`src/rtl/color_pkg.sv`:
```
package color_pkg;
    parameter int IDX_W   = 5;
    parameter int COLOR_W = 6;
    parameter int BUS_W   = 8;
    parameter int GROUPS  = 4;
    localparam int SLOTS  = 1 << IDX_W;
    localparam int HALF   = SLOTS / 2;
    localparam int STRIDE = HALF / GROUPS;
    localparam int PHYS   = SLOTS - GROUPS;
    localparam int PHYS_W = $clog2(PHYS);

    typedef logic [IDX_W-1:0]   idx_t;
    typedef logic [COLOR_W-1:0] color_t;
    typedef logic [PHYS_W-1:0]  paddr_t;

    typedef struct packed {
        logic   pend_vld;
        logic   pend_we;
        idx_t   pend_idx;
        color_t pend_wdata;
        logic   rvalid;
        color_t rdata;
    } state_t;

    // Lower half maps 1:1; upper-half backdrops fold onto lower half;
    // remaining upper-half slots are packed after the lower half.
    function automatic paddr_t phys_of(idx_t idx);
        int j;
        j = int'(idx) % HALF;
        if (idx < idx_t'(HALF) || (j % STRIDE) == 0)
            return paddr_t'(j);
        return paddr_t'(HALF + j - (j / STRIDE) - 1);
    endfunction
endpackage

```
`src/rtl/color_idx_map.sv`:
```
module color_idx_map
    import color_pkg::*;
(
    input  idx_t   idx,
    output paddr_t paddr
);
    assign paddr = phys_of(idx);
endmodule

```
`src/rtl/color_store.sv`:
```
module color_store #(
    parameter int DEPTH = 28,
    parameter int W     = 6,
    parameter int NRD   = 2,
    localparam int AW   = $clog2(DEPTH)
) (
    input  logic                clk,
    input  logic                we,
    input  logic [AW-1:0]       waddr,
    input  logic [W-1:0]        wdata,
    input  logic [NRD*AW-1:0]   raddr,
    output logic [NRD*W-1:0]    rdata
);
    logic [W-1:0] mem_q [DEPTH];

    always_ff @(posedge clk) begin
        if (we) mem_q[waddr] <= wdata;
    end

    for (genvar p = 0; p < NRD; p++) begin : g_rd
        assign rdata[p*W +: W] = mem_q[raddr[p*AW +: AW]];
    end
endmodule

```
`src/rtl/color_table.sv`:
```
module color_table
    import color_pkg::*;
(
    input  logic             clk,
    input  logic             rst_n,
    input  logic             cpu_req,
    input  logic             cpu_we,
    input  logic [IDX_W-1:0] cpu_idx,
    input  logic [BUS_W-1:0] cpu_wdata,
    output logic [BUS_W-1:0] cpu_rdata,
    output logic             cpu_rvalid,
    input  logic [IDX_W-1:0] rnd_idx,
    output logic [COLOR_W-1:0] rnd_color
);
    state_t st_d, st_q;
    paddr_t rnd_pa, acc_pa;
    logic [2*COLOR_W-1:0] rd_bus;
    logic                 wr_en;

    // Signals exposed to the bound checker
    logic   pend_vld, pend_we;
    idx_t   pend_idx;
    color_t pend_wdata;

    color_idx_map u_map_rnd (.idx(rnd_idx),     .paddr(rnd_pa));
    color_idx_map u_map_acc (.idx(st_q.pend_idx), .paddr(acc_pa));

    assign wr_en = st_q.pend_vld && st_q.pend_we;

    color_store #(.DEPTH(PHYS), .W(COLOR_W), .NRD(2)) u_store (
        .clk   (clk),
        .we    (wr_en),
        .waddr (acc_pa),
        .wdata (st_q.pend_wdata),
        .raddr ({acc_pa, rnd_pa}),
        .rdata (rd_bus)
    );

    always_comb begin
        st_d            = st_q;
        st_d.pend_vld   = cpu_req;
        if (cpu_req) begin
            st_d.pend_we    = cpu_we;
            st_d.pend_idx   = cpu_idx;
            st_d.pend_wdata = cpu_wdata[COLOR_W-1:0];
        end
        st_d.rvalid = st_q.pend_vld && !st_q.pend_we;
        if (st_q.pend_vld && !st_q.pend_we)
            st_d.rdata = rd_bus[COLOR_W +: COLOR_W];
    end

    always_ff @(posedge clk or negedge rst_n) begin
        if (!rst_n) st_q <= '0;
        else        st_q <= st_d;
    end

    assign rnd_color  = rd_bus[0 +: COLOR_W];
    assign cpu_rvalid = st_q.rvalid;
    assign cpu_rdata  = {{(BUS_W-COLOR_W){1'b0}}, st_q.rdata};

    assign pend_vld   = st_q.pend_vld;
    assign pend_we    = st_q.pend_we;
    assign pend_idx   = st_q.pend_idx;
    assign pend_wdata = st_q.pend_wdata;
endmodule

```
`config.mk`:
```
export PLATFORM = sky130hd
export DESIGN_NAME = color_table
export DESIGN_NICKNAME = d
export VERILOG_FILES = /design/src/rtl/color_pkg.sv /design/src/rtl/color_idx_map.sv /design/src/rtl/color_store.sv /design/src/rtl/color_table.sv
export SDC_FILE = /design/constraint.sdc
export NUM_CORES = 1
export LEC_CHECK = 0
export ABC_CLOCK_PERIOD_IN_PS = 3400
export CELL_PAD_IN_SITES_DETAIL_PLACEMENT = 1
export CELL_PAD_IN_SITES_GLOBAL_PLACEMENT = 1
export CORE_MARGIN = 2
export CORE_UTILIZATION = 39
export CTS_CLUSTER_DIAMETER = 100
export DETAILED_ROUTE_END_ITERATION = 16
export DONT_BUFFER_PORTS = 1
export PLACE_DENSITY = 0.58
export SYNTH_ARGS = -nofsm -noshare
export SYNTH_HDL_FRONTEND = slang
export SYNTH_HIERARCHICAL = 1
export SYNTH_SLANG_ARGS = --single-unit
```
`constraint.sdc`:
```
create_clock -name clk -period 3.4 [get_ports clk]
set_input_delay 0.17 -clock clk [delete_from_list [all_inputs] [get_ports clk]]
set_output_delay 0.17 -clock clk [all_outputs]
set_load 0.02 [all_outputs]
```
-- After elaboration in Yosys (flattened, before gate mapping)
Memories as Yosys holds them, arrays and structs flattened. A register that Yosys moved wholly into a read port is not among the register bits.
Cells that the tools add are included.
- logic and storage cells: 30
- memories: 1
- bits in writable memories: 168
- bits of input ports: 22
- register bits: 14
- reductions and logical operators: 8
- $add $sub $neg: 6
- $lt $le $gt $ge: 2
- mux-type cells: 8
- memories (memory ; words ; bits a word ; read ports ; clocked after Yosys merged registers in ; wr ports ; line ; RTL):
    u_store.mem_q ; 28 ; 6 ; 2 ; 1 ; 1 ; color_store.sv:14 ; logic [W-1:0] mem_q [DEPTH];
- operator list (kind ; number):
    logical NOT 32 bit ; 2
    two-way mux 5 bit ; 4
    adder 5 x 4 -> 5 bit, first input constant ; 2
    less-than comparator 5 bit, second input constant ; 2
    subtractor 5 x 2 -> 5 bit, second input constant ; 2
    subtractor 5 x 3 -> 5 bit ; 2
    two-way mux 1 bit ; 4
    logical AND 1 bit ; 2
    logical NOT 1 bit ; 2
    logical OR 1 bit ; 2

-- Longest topological paths before layout
An unclocked memory read counts as a cell.
- depth after elaboration: 5
- depth in mapped cells: 14
- depth with buffers taken out: 12

-- Modules after synthesis
Netlist, hierarchy kept.
- by module, submodules not included (module ; cells each ; instances ; area each (um2)):
    color_store ; 550 ; 1 ; 8202.9
    color_table ; 45 ; 1 ; 775.7
    color_idx_map ; 19 ; 2 ; 151.4

-- Worst setup path after synthesis
No wires, ideal clock.
- path type: register to register
- from: reg st_q (netlist bit pend_idx[2])
- to: reg, netlist name cpu_rdata[0]
- arrival: 2.880 ns
- setup slack: 0.395 ns
- data required time: 3.275 ns
- stages on the path, launching flop included: 11
- setup time: 0.125 ns
- cells stage by stage: dfrtp_1 > inv_1 > ha_1 > inv_1 > fa_1 > a31oi_1 > mux4_2 > nor2b_1 > a2111oi_0 > a311oi_1 > mux2_4
- word-level cells in the longest chain between the ends: 4
- elaborated cells between the ends (all ways): 8
- RTL lines (what ; line ; RTL):
    from (decl) ; color_table.sv:15 ; state_t st_d, st_q;
    from (signal assigned) ; color_table.sv:54 ; else st_q <= st_d;
    adder 5 x 4 -> 5 bit / less-than comparator 5 bit (equally long branches) ; color_pkg.sv:32, color_pkg.sv:30 ;
    subtractor 5 x 3 -> 5 bit / logical OR 1 bit (equally long branches) ; color_pkg.sv:32, color_pkg.sv:30 ;
    subtractor 5 x 2 -> 5 bit / two-way mux 1 bit (equally long branches) ; color_pkg.sv:32, color_pkg.sv:30 ;
    two-way mux 5 bit (*) ; color_pkg.sv:32 ; return paddr_t'(HALF + j - (j / STRIDE) - 1);
    named net acc_pa[4] ; color_table.sv:16 ; paddr_t rnd_pa, acc_pa;
Mark *: on every way through the listed nets, which the timed path passes. The rest lies on a longest branch. The select of a mux whose other input is x is not followed.
A chain may end at the register's enable or synchronous reset.

-- Worst setup path in the final report
- from: reg st_q (netlist bit pend_idx[2])
- to: reg, netlist name cpu_rdata[2]
- word-level cells in the longest chain between the ends: 4
- elaborated cells between the ends (all ways): 8
- RTL lines (what ; line):
    parallel branches: the longest is 3 deep, another holds subtractor 5 x 3 -> 5 bit ; --
    two-way mux 5 bit (*) ; color_pkg.sv:32
    named net acc_pa[1] ; color_table.sv:16
Mark *: on every way through the listed nets, which the timed path passes. The select of a mux whose other input is x is not followed.

==> qor.txt <==
fin util = 45.5%
Antenna diodes = 0
final worst setup slack = 0.162 ns
# clock sinks = 188
wl on met1 = 11500 µm
startpoint types = flip-flop
crit-path max cell delay = 0.49 ns
setup violators final = 0
post-synthesis sequential area ratio = 59.7%
MaxCap Viol Count = 0
largest net degree at the start of global routing = 39
Inserted Clock Buffers = 17
vias in the first global route = 6209
initial DRC count = 324
Gate Count Post-Synth = 633
post-synthesis cell area = 9280 µm²
Syn-to-layout area delta = 14.8%
element type at the critical path end = flip-flop
routed wire length on met2 = 12800 µm
Root Driver = clkbuf_16
first-pass GRT wire length = 39500 µm
slowest stage cell, crit path = fa_1
initial core utilization = 39.7%
die width = 158 µm
vias = 5718
Ys Warns = 6
Clock Skew = 0.0118 ns
Row Count = 56
final worst-path cycle share = 95.2%
deepest clock path buffer count = 2
Max-slew headroom = 20.1%
R2R cell count = 12
# H-tree levels = 4
Clock Latency Late Sink = 0.44 ns
Top Metal Used = met4
Antenna Nets Post-Route = 0
# IOs = 37
max-slew violations = 0
clk slew on worst S/H paths = 0.07 ns
DIE HEIGHT = 158 µm
hold crit path type = primary input to asynchronous set/reset pin
post-DP HPWL = 18800 µm
highest net fanout along the worst path = 8
initial antenna violation count = 0
Crit path buffers/inverters = 4
Finished Layout Cells = 1011
CP required = 3.71 ns
EDFF count, synth = 168
WP data arrival = 3.55 ns
PD cells = 567 nW/µm²
nets = 707
I/O Buffers = 0
crit-path leading delay family = adder cells
fmax = 0.309 GHz
status = complete, no violations
TNS Setup = 0 ns
syn avg cell area = 14.7 µm²
cell count along the critical path = 12
Leak = 3.77 nW
post-place setup slack = 0.0968 ns
CTS tree = yes
DR WL met3 = 1170 µm
Core Region = 23400 µm²
worst vdd ir = 0.338 mV
number of cells in the design after placement = 964
Worst Tran Pin Value = 1.20 ns
synthesis-stage register bit count = 188
drc violations = 0
Fin. Hold Viols = 0
die area = 25000 µm²
ys async rst share = 10.6%
ys flop type = edfxtp_1
crit path kind = flip-flop to flip-flop
drt total wl = 26200 µm
Cell variety after synth = 45
via/cell ratio = 5.66
Period minus WS final = 3.24 ns
GRT Overall Usage = 22.2%
DRT Pass-1 Iters = 5
Congestion Overflow GR = 0
CP Cell Sequence = inv_1, ha_1, inv_1, fa_1, a21oi_4, buf_4, and2_1, buf_4, a22oi_1, nand3_1, nand4_1, mux2_4
average wire per standard cell = 26.0 µm
RePlAce Congestion = 0.848
ratio of cells with drive above 1 in the final layout = 19.7%
-- area by class of cell --
class / instances / area [µm²]
Fill cell: 2385 / 12700
Inverter: 13 / 48.8
Multi-Input combinational cell: 396 / 3520
Tap cell: 319 / 399
Timing Repair Buffer: 63 / 571
Sequential cell: 188 / 5550
Clock buffer: 17 / 425
Clock inverter: 15 / 148
-- repair_timing --
action                                 CTS  global route
buffers inserted                         0             1
endpoints found under the hold margin   33             0
hold buffers                            14             0
gates resized for setup                  0             1
setup endpoints to repair                0             7
-- report_power, final --
| part | switching [mW] | internal, mW | leakage, nW | total [mW] |
|---|---|---|---|---|
| Clock | 0.875 | 1.08 | 0.275 | 1.95 |
| Combinational | 0.727 | 0.543 | 1.74 | 1.27 |
| Sequential | 0.190 | 2.63 | 1.75 | 2.82 |
| Total | 1.79 | 4.25 | 3.77 | 6.05 |
-- routing by layer --
metal / up-vias / track usage [%]
met5: - / 0
met3: 35 / 4.52
met2: 128 / 37.1
met1: 2995 / 28.6
met4: 0 / 8.75
li1: 2560 / -
-- synthesized netlist by cell type, types with 2 or more instances --
library cell	count	area (µm²)
mux2_2	12	135
o22ai_1	6	37.5
a22oi_1	21	158
fa_1	2	40.0
or2_0	3	18.8
xnor2_1	4	35.0
edfxtp_1	168	5040
a21oi_1	27	135
mux2_4	6	90.1
a31oi_1	2	12.5
or3_1	2	12.5
o21ai_2	2	17.5
or3b_2	2	17.5
buf_4	17	128
nand3b_1	6	45.0
nor2_1	36	135
dfrtp_1	20	500
clkbuf_1	9	33.8
nand3_1	25	125
inv_1	13	48.8
nand2_1	39	146
nand2b_1	3	18.8
buf_2	6	30.0
buf_6	3	33.8
mux4_1	7	184
or2_2	2	12.5
and2_1	3	18.8
mux4_2	25	563
buf_1	2	7.51
a2111oi_4	2	55.1
a211oi_1	3	22.5
nand4_1	19	119
ha_1	4	50.1
nor2b_1	13	81.3
o21ai_1	4	20.0
mux2i_1	104	1040
mux2_1	3	33.8
-- per-stage QoR --
stage / hold WS (ns) / instance area, µm² / power [mW]
after global routing: 0.384 / 10700 / 6.27
after CTS: 0.326 / 10600 / 6.10
after global placement: -0.125 / 9930 / 4.09
after floorplan: -0.126 / 9290 / 3.64
after detailed placement: -0.125 / 9930 / 4.12
final: 0.309 / 10700 / 6.05
-- final timing paths --
check                                   startpoint                         to  slack [ns]
max                        pend_idx[2]$_DFFE_PN0P_   cpu_rdata[2]$_DFFE_PN0P_        0.16
min                                          rst_n    pend_idx[1]$_DFFE_PN0P_        0.31
max reg2reg                pend_idx[2]$_DFFE_PN0P_   cpu_rdata[2]$_DFFE_PN0P_        0.16
min reg2reg                    pend_we$_DFFE_PN0P_        pend_we$_DFFE_PN0P_        0.53
max in group asynchronous                    rst_n   cpu_rdata[5]$_DFFE_PN0P_        2.54
min in group clk                      cpu_wdata[4]  pend_wdata[4]$_DFFE_PN0P_        0.42
-- sequential cells by signal (all words and copies together), names as in the netlist --
name and flops:
pend_idx 5, cpu_rvalid 1, cpu_rdata 6, pend_we 1, pend_vld 1, u_store/mem_q 168
pend_wdata 6
-- kinds of logic (layout without fill, tap and decap cells) --
group                      Yosys count  count (layout)  share of synthesized area (%)
DFF                                188             188                           59.7
muxes                              157             157                           22.1
and+or+nand+nor                    156             156                           8.40
AOI/OAI and AO/OA                   71              71                           5.38
buffers and inverters               50             108                           3.03
adders and majority gates            6               6                          0.971
xor gates and xnor gates             4               4                          0.377
other                                1               2                         0.0404
-- worst reg2reg max path, cell delays in order (launching register included) --
cell	delay [ns]
dfrtp_1	0.41
inv_1	0.14
ha_1	0.24
inv_1	0.08
fa_1	0.49
a21oi_4	0.34
buf_4	0.21
and2_1	0.32
buf_4	0.22
a22oi_1	0.07
nand3_1	0.12
nand4_1	0.17
mux2_4	0.30
-- cells in the final DEF (no fill, tap or decap), types with 7 or more instances in the layout --
master	instances
a22oi_1	21
clkbuf_16	17
nor2b_1	12
mux4_1	7
nor2_1	36
nand4_1	19
a21oi_1	23
nand3_1	25
nand2_1	39
buf_4	44
mux2i_1	104
mux2_2	12
edfxtp_1	168
dfrtp_1	20
inv_1	13
dlygate4sd3_1	14
mux4_2	25
Power figures use the tool's default switching activity.
